<file path="src/rtl/alu_pkg.sv">
package alu_pkg;

    // Raw control word, ordered as the bits are listed in the requirements
    typedef struct packed {
        logic clr_a;
        logic inv_a;
        logic clr_b;
        logic inv_b;
        logic use_add;
        logic inv_out;
    } ctl_t;

    typedef enum logic {
        FN_AND = 1'b0,
        FN_ADD = 1'b1
    } core_fn_e;

    localparam int CTL_BITS = 6;

    // Preset vectors used by the checker and the bench
    localparam logic [CTL_BITS-1:0] CTL_SUB     = 6'b010011;
    localparam logic [CTL_BITS-1:0] CTL_OR      = 6'b010101;
    localparam logic [CTL_BITS-1:0] CTL_ONE     = 6'b111111;
    localparam logic [CTL_BITS-1:0] CTL_ALL_ONE = 6'b111010;
    localparam logic [CTL_BITS-1:0] CTL_NEG_A   = 6'b001111;

    function automatic core_fn_e fn_of(input ctl_t c);
        return c.use_add ? FN_ADD : FN_AND;
    endfunction

endpackage

</file>
<file path="src/rtl/alu_opnd_stage.sv">
module alu_opnd_stage #(
    parameter int W = 16
) (
    input  logic [W-1:0] din,
    input  logic         clr,
    input  logic         inv,
    output logic [W-1:0] dout
);
    logic [W-1:0] cleared;

    // Clear first, invert second: the order is part of the contract
    assign cleared = clr ? '0 : din;
    assign dout    = inv ? ~cleared : cleared;
endmodule

</file>
<file path="src/rtl/alu_core.sv">
module alu_core
    import alu_pkg::*;
#(
    parameter int W = 16
) (
    input  logic [W-1:0] a,
    input  logic [W-1:0] b,
    input  core_fn_e     fn,
    output logic [W-1:0] res,
    output logic         carry
);
    localparam int WE = W + 1;

    logic [WE-1:0] sum_ext;
    logic [W-1:0]  and_v;

    assign sum_ext = {1'b0, a} + {1'b0, b};
    assign and_v   = a & b;

    always_comb begin
        unique case (fn)
            FN_ADD: begin
                res   = sum_ext[W-1:0];
                carry = sum_ext[W];
            end
            default: begin
                res   = and_v;
                carry = 1'b0;
            end
        endcase
    end
endmodule

</file>
<file path="src/rtl/alu_flag_unit.sv">
module alu_flag_unit #(
    parameter int W = 16
) (
    input  logic [W-1:0] val,
    output logic         zero,
    output logic         neg
);
    assign zero = ~|val;
    assign neg  = val[W-1];
endmodule

</file>
<file path="src/rtl/six_ctl_alu.sv">
module six_ctl_alu
    import alu_pkg::*;
#(
    parameter int W = 16
) (
    input  logic [W-1:0] opnd_a,
    input  logic [W-1:0] opnd_b,
    input  logic         clr_a,
    input  logic         inv_a,
    input  logic         clr_b,
    input  logic         inv_b,
    input  logic         use_add,
    input  logic         inv_out,
    output logic [W-1:0] result,
    output logic         is_zero,
    output logic         is_neg,
    output logic         carry_out
);
    localparam int NOPS = 2;

    ctl_t ctl;
    assign ctl = '{clr_a: clr_a, inv_a: inv_a, clr_b: clr_b,
                   inv_b: inv_b, use_add: use_add, inv_out: inv_out};

    logic [NOPS-1:0][W-1:0] raw_op;
    logic [NOPS-1:0][W-1:0] prep_op;
    logic [NOPS-1:0]        clr_v;
    logic [NOPS-1:0]        inv_v;

    assign raw_op[0] = opnd_a;
    assign raw_op[1] = opnd_b;
    assign clr_v     = {ctl.clr_b, ctl.clr_a};
    assign inv_v     = {ctl.inv_b, ctl.inv_a};

    for (genvar i = 0; i < NOPS; i++) begin : g_opnd
        alu_opnd_stage #(.W(W)) u_stage (
            .din  (raw_op[i]),
            .clr  (clr_v[i]),
            .inv  (inv_v[i]),
            .dout (prep_op[i])
        );
    end

    logic [W-1:0] core_res;
    logic         core_carry;

    alu_core #(.W(W)) u_core (
        .a     (prep_op[0]),
        .b     (prep_op[1]),
        .fn    (fn_of(ctl)),
        .res   (core_res),
        .carry (core_carry)
    );

    // Carry is taken ahead of the output inversion
    assign result    = ctl.inv_out ? ~core_res : core_res;
    assign carry_out = core_carry;

    alu_flag_unit #(.W(W)) u_flags (
        .val  (result),
        .zero (is_zero),
        .neg  (is_neg)
    );
endmodule

</file>
<file path="config.mk">
export PLATFORM = sky130hd
export DESIGN_NAME = six_ctl_alu
export DESIGN_NICKNAME = d
export VERILOG_FILES = /design/src/rtl/alu_pkg.sv /design/src/rtl/alu_opnd_stage.sv /design/src/rtl/alu_core.sv /design/src/rtl/alu_flag_unit.sv /design/src/rtl/six_ctl_alu.sv
export SDC_FILE = /design/constraint.sdc
export NUM_CORES = 1
export LEC_CHECK = 0
export BUFFER_PORTS_ARGS = -buffer_cell sky130_fd_sc_hd__buf_2
export CORE_AREA = 5 5 79 81
export DETAILED_ROUTE_END_ITERATION = 12
export DIE_AREA = 0 0 84 86
export GPL_TIMING_DRIVEN = 0
export MAX_ROUTING_LAYER = met4
export PLACE_DENSITY_LB_ADDON = 0.05
export SLEW_MARGIN = 10
export SYNTH_ARGS = -nofsm -noshare
export SYNTH_HDL_FRONTEND = slang
export SYNTH_SLANG_ARGS = --single-unit
</file>
<file path="constraint.sdc">
create_clock -name vclk -period 6
set_input_delay 1.2 -clock vclk [all_inputs]
set_output_delay 1.2 -clock vclk [all_outputs]
set_load 0.02 [all_outputs]
</file>
* Word-level counts from Yosys, hierarchy flattened
Cells that the tools add are included.
** Word-level totals
- Flip-flop bits (word level) :: 0
- Input port bits :: 38
- Output and inout bits :: 19
- Word-level logic and storage cells :: 15
** Cells by class
- Add/subtract/negate cells :: 1
- Mux-type cells :: 8
- Bitwise logic cells :: 4
- Reduce and logical (&&, ||, !) cells :: 2
** Operators by type and width (count)
- two-way mux 16 bit :: 6
- NOT 16 bit :: 3
- adder 16 x 16 -> 17 bit :: 1
- AND 16 bit :: 1
- OR reduction 16 bit :: 1
- two-way mux 1 bit :: 2
- zero test 1 bit :: 1

* Logic depth before layout (Yosys ltp)
- Depth in word-level cells :: 9
- Depth in mapped cells :: 13
- Mapped depth without buffers :: 12

* Hierarchy
From an unflattened synthesis, not the netlist that was laid out.
** Second synthesis, totals
- Cell total of the unflattened synthesis :: 239
- Area, all modules :: 2134.5 µm²
** Modules (own cells, without submodules)
- alu_core :: instances 1, cells an instance 145, area an instance 1056.0 µm², seq. area each 0.0 µm²
- alu_opnd_stage :: instances 2, cells an instance 35, area an instance 432.9 µm², seq. area each 0.0 µm²
- six_ctl_alu :: instances 1, cells an instance 18, area an instance 171.4 µm², seq. area each 0.0 µm²
- alu_flag_unit :: instances 1, cells an instance 6, area an instance 41.3 µm², seq. area each 0.0 µm²

* Worst setup path after synthesis
No wires, ideal clock.
- Kind :: in2out
- Start point :: in inv_a
- End point :: out is_zero
- Arrival :: 4.994 ns
- Data required time :: 4.800 ns
- Slack :: -0.194 ns
- Cell stages on the path :: 12
- Path buffers :: 2
- Path through :: clkbuf_1 -> clkbuf_1 -> xnor2_1 -> fa_1 -> a211oi_1 -> o21ai_0 -> and4_1 -> nor3_1 -> mux2i_1 -> or4b_1 -> nor4b_2 -> nor4b_2
** Between the ends
- Longest elaborated chain between the ends :: 7
- Elaborated cells on any way between the ends :: 8
- Those cells by class :: add/sub: 1; mux: 3; bitwise: 2; reduce/logical: 2
** RTL lines
- start, declared :: RTL line six_ctl_alu.sv:9 : input logic inv_a,
- two-way mux 16 bit * :: RTL line alu_opnd_stage.sv:13 : assign dout = inv ? ~cleared : cleared;
- adder 16 x 16 -> 17 bit / AND 16 bit (equally long branches) :: RTL line alu_core.sv:17, alu_core.sv:18
- two-way mux 16 bit * :: RTL line alu_core.sv:21 : unique case (fn)
- NOT 16 bit :: RTL line six_ctl_alu.sv:56 : assign result = ctl.inv_out ? ~core_res : core_res;
- two-way mux 16 bit * :: RTL line six_ctl_alu.sv:56
- OR reduction 16 bit * :: RTL line alu_flag_unit.sv:8 : assign zero = ~|val;
- zero test 1 bit * :: RTL line alu_flag_unit.sv:8
- end, declared :: RTL line six_ctl_alu.sv:15 : output logic is_zero,
Mark *: on every way between the ends. The rest lies on a longest branch, timed or not.

* Worst setup path after layout
- Start point :: in clr_a
- End point :: out is_zero
** Between the ends
- Longest elaborated chain between the ends :: 9
- Elaborated cells on any way between the ends :: 10
- Those cells by class :: add/sub: 1; mux: 4; bitwise: 3; reduce/logical: 2
** RTL lines
- start, declared :: RTL line six_ctl_alu.sv:8 : input logic clr_a,
- two-way mux 16 bit * :: RTL line alu_opnd_stage.sv:12 : assign cleared = clr ? '0 : din;
- NOT 16 bit :: RTL line alu_opnd_stage.sv:13
- two-way mux 16 bit * :: RTL line alu_opnd_stage.sv:13
- adder 16 x 16 -> 17 bit / AND 16 bit (equally long branches) :: RTL line alu_core.sv:17, alu_core.sv:18
- two-way mux 16 bit * :: RTL line alu_core.sv:21
- NOT 16 bit :: RTL line six_ctl_alu.sv:56
- two-way mux 16 bit * :: RTL line six_ctl_alu.sv:56
- OR reduction 16 bit * :: RTL line alu_flag_unit.sv:8
- zero test 1 bit * :: RTL line alu_flag_unit.sv:8
Marked as above.

==> flow_metrics.py <==
metrics = {
    "setup_path": {
        "startpoint": "clr_a",
        "slowest_stage": "or4_1",
        "critPathKind": "in -> out",
        "start_kind": "input port",
        "cp-end-kind": "output port",
        "critPathArrivalTime_ns": 4.60,
        "endpoint": "is_zero",
        "required_ns": 4.80,
        "path_cells": "buf_2 -> buf_2 -> nand2b_1 -> xnor2_2 -> fa_2 -> a21o_1 -> a211oi_2 -> o22ai_2 -> or4_1 -> mux2i_1 -> or4b_4 -> nor4b_2 -> nor4b_2 -> buf_4",
        "crit_path_max_fanout": 10,
        "slowest_delay_ns": 0.51,
    },
    "layout": {
        "nNetsFinal": 367,
        "antenna_cells": 0,
        "seq_cell_count": 0,
        "drive_gt1_share_pct": 25.2,
        "fillers": 599,
        "area_growth_pct": 22.9,
        "final_area_um2": 2280,
        "clkbuf_count": 0,
        "regArea_um2": 0,
    },
    "sta": {
        "worst_pin_slew_ns": 0.682,
        "setup_ws_ns": 0.200,
        "final-setup-viol-count": 0,
        "relSlewSlack_pct": 54.5,
        "hold_viol": 0,
        "min_period_over_period_pct": 96.7,
        "fmax_ghz": 0.172,
        "finalMaxSlewViolations": 0,
        "hold-worst-slack_ns": 3.04,
        "min_period_ns": 5.80,
    },
    "power": {
        "leakagePower_nw": 0.974,
        "peakVddDrop_uv": 58.8,
        "p_per_area_nw_per_um2": 180,
        "p_total_mw": 0.410,
    },
    "grt": {
        "grt_max_degree": 11,
        "overflow": 0,
        "antenna_found_initial": 0,
        "grtUsageTotal_pct": 14.6,
        "grt_pass1_vias": 1862,
        "grt_pass1_wl_mm": 8.94,
    },
    "drt": {
        "vias": 1942,
        "drc": 0,
        "final_antenna_net_count": 0,
        "wl_mm": 5.15,
        "viasPerCell": 5.08,
        "drtIter0Drc": 130,
        "routedWlPerCell_um": 13.5,
        "first_pass_iters": 4,
    },
    "synth": {
        "synthCells": 255,
        "synth_top_area_share_pct": 20.3,
        "yosys-top-cells-count": "xnor2_1 (43), nand2b_1 (36), ha_1 (16)",
        "synth_warnings": 0,
        "synth_area_leaders": "xnor2_1 (20%), nand2b_1 (12%), ha_1 (11%), xor2_1 (3.8%), mux2i_1 (3.2%)",
        "synth_fp_nets": 310,
        "yosysMostFrequentCell": "xnor2_1",
        "yosysTopAreaCell": "xnor2_1",
        "synth_cell_type_count": 53,
        "synth_area_per_cell_um2": 7.27,
        "ys_seq_area_share_pct": 0,
        "netlist_area_um2": 1850,
    },
    "floorplan": {
        "io_pins": 57,
        "die_h_um": 86,
        "dieArea_um2": 7220,
        "start_util_pct": 34.3,
        "core_um2": 5410,
        "rows": 27,
        "die_w_um": 84,
    },
    "place": {
        "place.port_buffers": 55,
        "place.gp.congestion": 0.772,
        "dpl_cell_area_um2": 2220,
        "place_hpwl_mm": 4.41,
        "place_ws_ns": -0.482,
    },
    "clocking": {
        "postCtsHoldBufs": 0,
        "cts_setup_buffers": 0,
    },
    "status": {
        "status": "finished clean",
    },
    "job": {
        "maxCapViolations": 0,
    },
    "hold_path": {
        "hold_path_class": "in -> out",
    },
}
==> area by class of cell <==
cell class / instances / area, um^2 / area share (%)
Multi-Input combinational cell: 232 / 1800 / 79.2
Tap cell: 72 / 90.1 / 3.96
Timing Repair Buffer: 55 / 278 / 12.2
Buffer: 15 / 75.1 / 3.30
Inverter: 8 / 30.0 / 1.32
==> what timing repair did <==
| action | CTS | global route |
|---|---|---|
| cloned | 0 | 0 |
| pin swaps | 0 | 0 |
| endpoints found under the setup margin | 1 | 1 |
| gates resized for setup | 7 | 12 |
==> kinds of logic (layout without fill, tap and decap cells) <==
family / Yosys count / in the layout / synth area share, %
buffers and inverters: 23 / 78 / 5.00
adders and majority gates: 17 / 17 / 11.9
xor gates and xnor gates: 51 / 51 / 24.1
AOI/OAI and AO/OA: 62 / 62 / 24.2
and+or+nand+nor: 95 / 95 / 31.0
muxes: 7 / 7 / 3.85
==> power breakdown <==
| group | leakage (nW) | internal (mW) | switching (mW) |
|---|---|---|---|
| clock network | 0 | 0 | 0 |
| registers | 0 | 0 | 0 |
| logic | 0.974 | 0.172 | 0.238 |
==> placed cells by master (no fill, tap or decap), types with 4 or more instances in the layout <==
cell type	netlist	final
buf_2	2	57
xnor2_1	43	42
nand2b_1	36	36
ha_1	16	15
nor2_1	10	10
nand2_1	10	10
inv_1	8	8
o211ai_1	8	8
xor2_1	8	8
a21o_1	7	7
o21ai_0	7	7
a21oi_1	8	7
nand3_1	6	6
mux2i_1	6	6
a211o_1	5	5
nor3_1	6	5
buf_4	1	4
clkbuf_1	9	4
and4_1	4	4
==> worst max-delay path: cells and delay by family <==
family	cells	cell delay (ns)
AOI/OAI and AO/OA	3	0.59
xor gates and xnor gates	1	0.16
adders and majority gates	1	0.45
buffers and inverters	3	0.48
muxes	1	0.13
and+or+nand+nor	5	1.59
==> per-layer routing <==
metal  global-route usage [%]  routed length, um
met4                    0.439                  0
met5                        -                  0
met2                     23.2               2180
met3                    0.480                197
met1                     21.6               2770
==> how the worst min path moves through the flow <==
stage | from | endpoint | slack [ns] | cells past startpoint
6_report | use_add | result[8] | 3.04 | 6
5_1_grt | use_add | result[8] | 3.10 | 6
4_1_cts | use_add | result[8] | 3.04 | 6
3_5_place_dp | use_add | result[8] | 3.04 | 6
3_3_place_gp | use_add | result[8] | 3.04 | 6
2_1_floorplan | use_add | result[5] | 2.80 | 3
==> metrics by stage <==
step | util [%] | setup TNS (ns) | std cells
after floorplan | - | 0 | 255
after global placement | 41.1 | -0.437 | 382
after detailed placement | 41.1 | -0.482 | 382
after CTS | 41.4 | 0 | 382
after global routing | 42.1 | -0.0128 | 382
final | 42.1 | 0 | 382
Power figures use the tool's default switching activity.
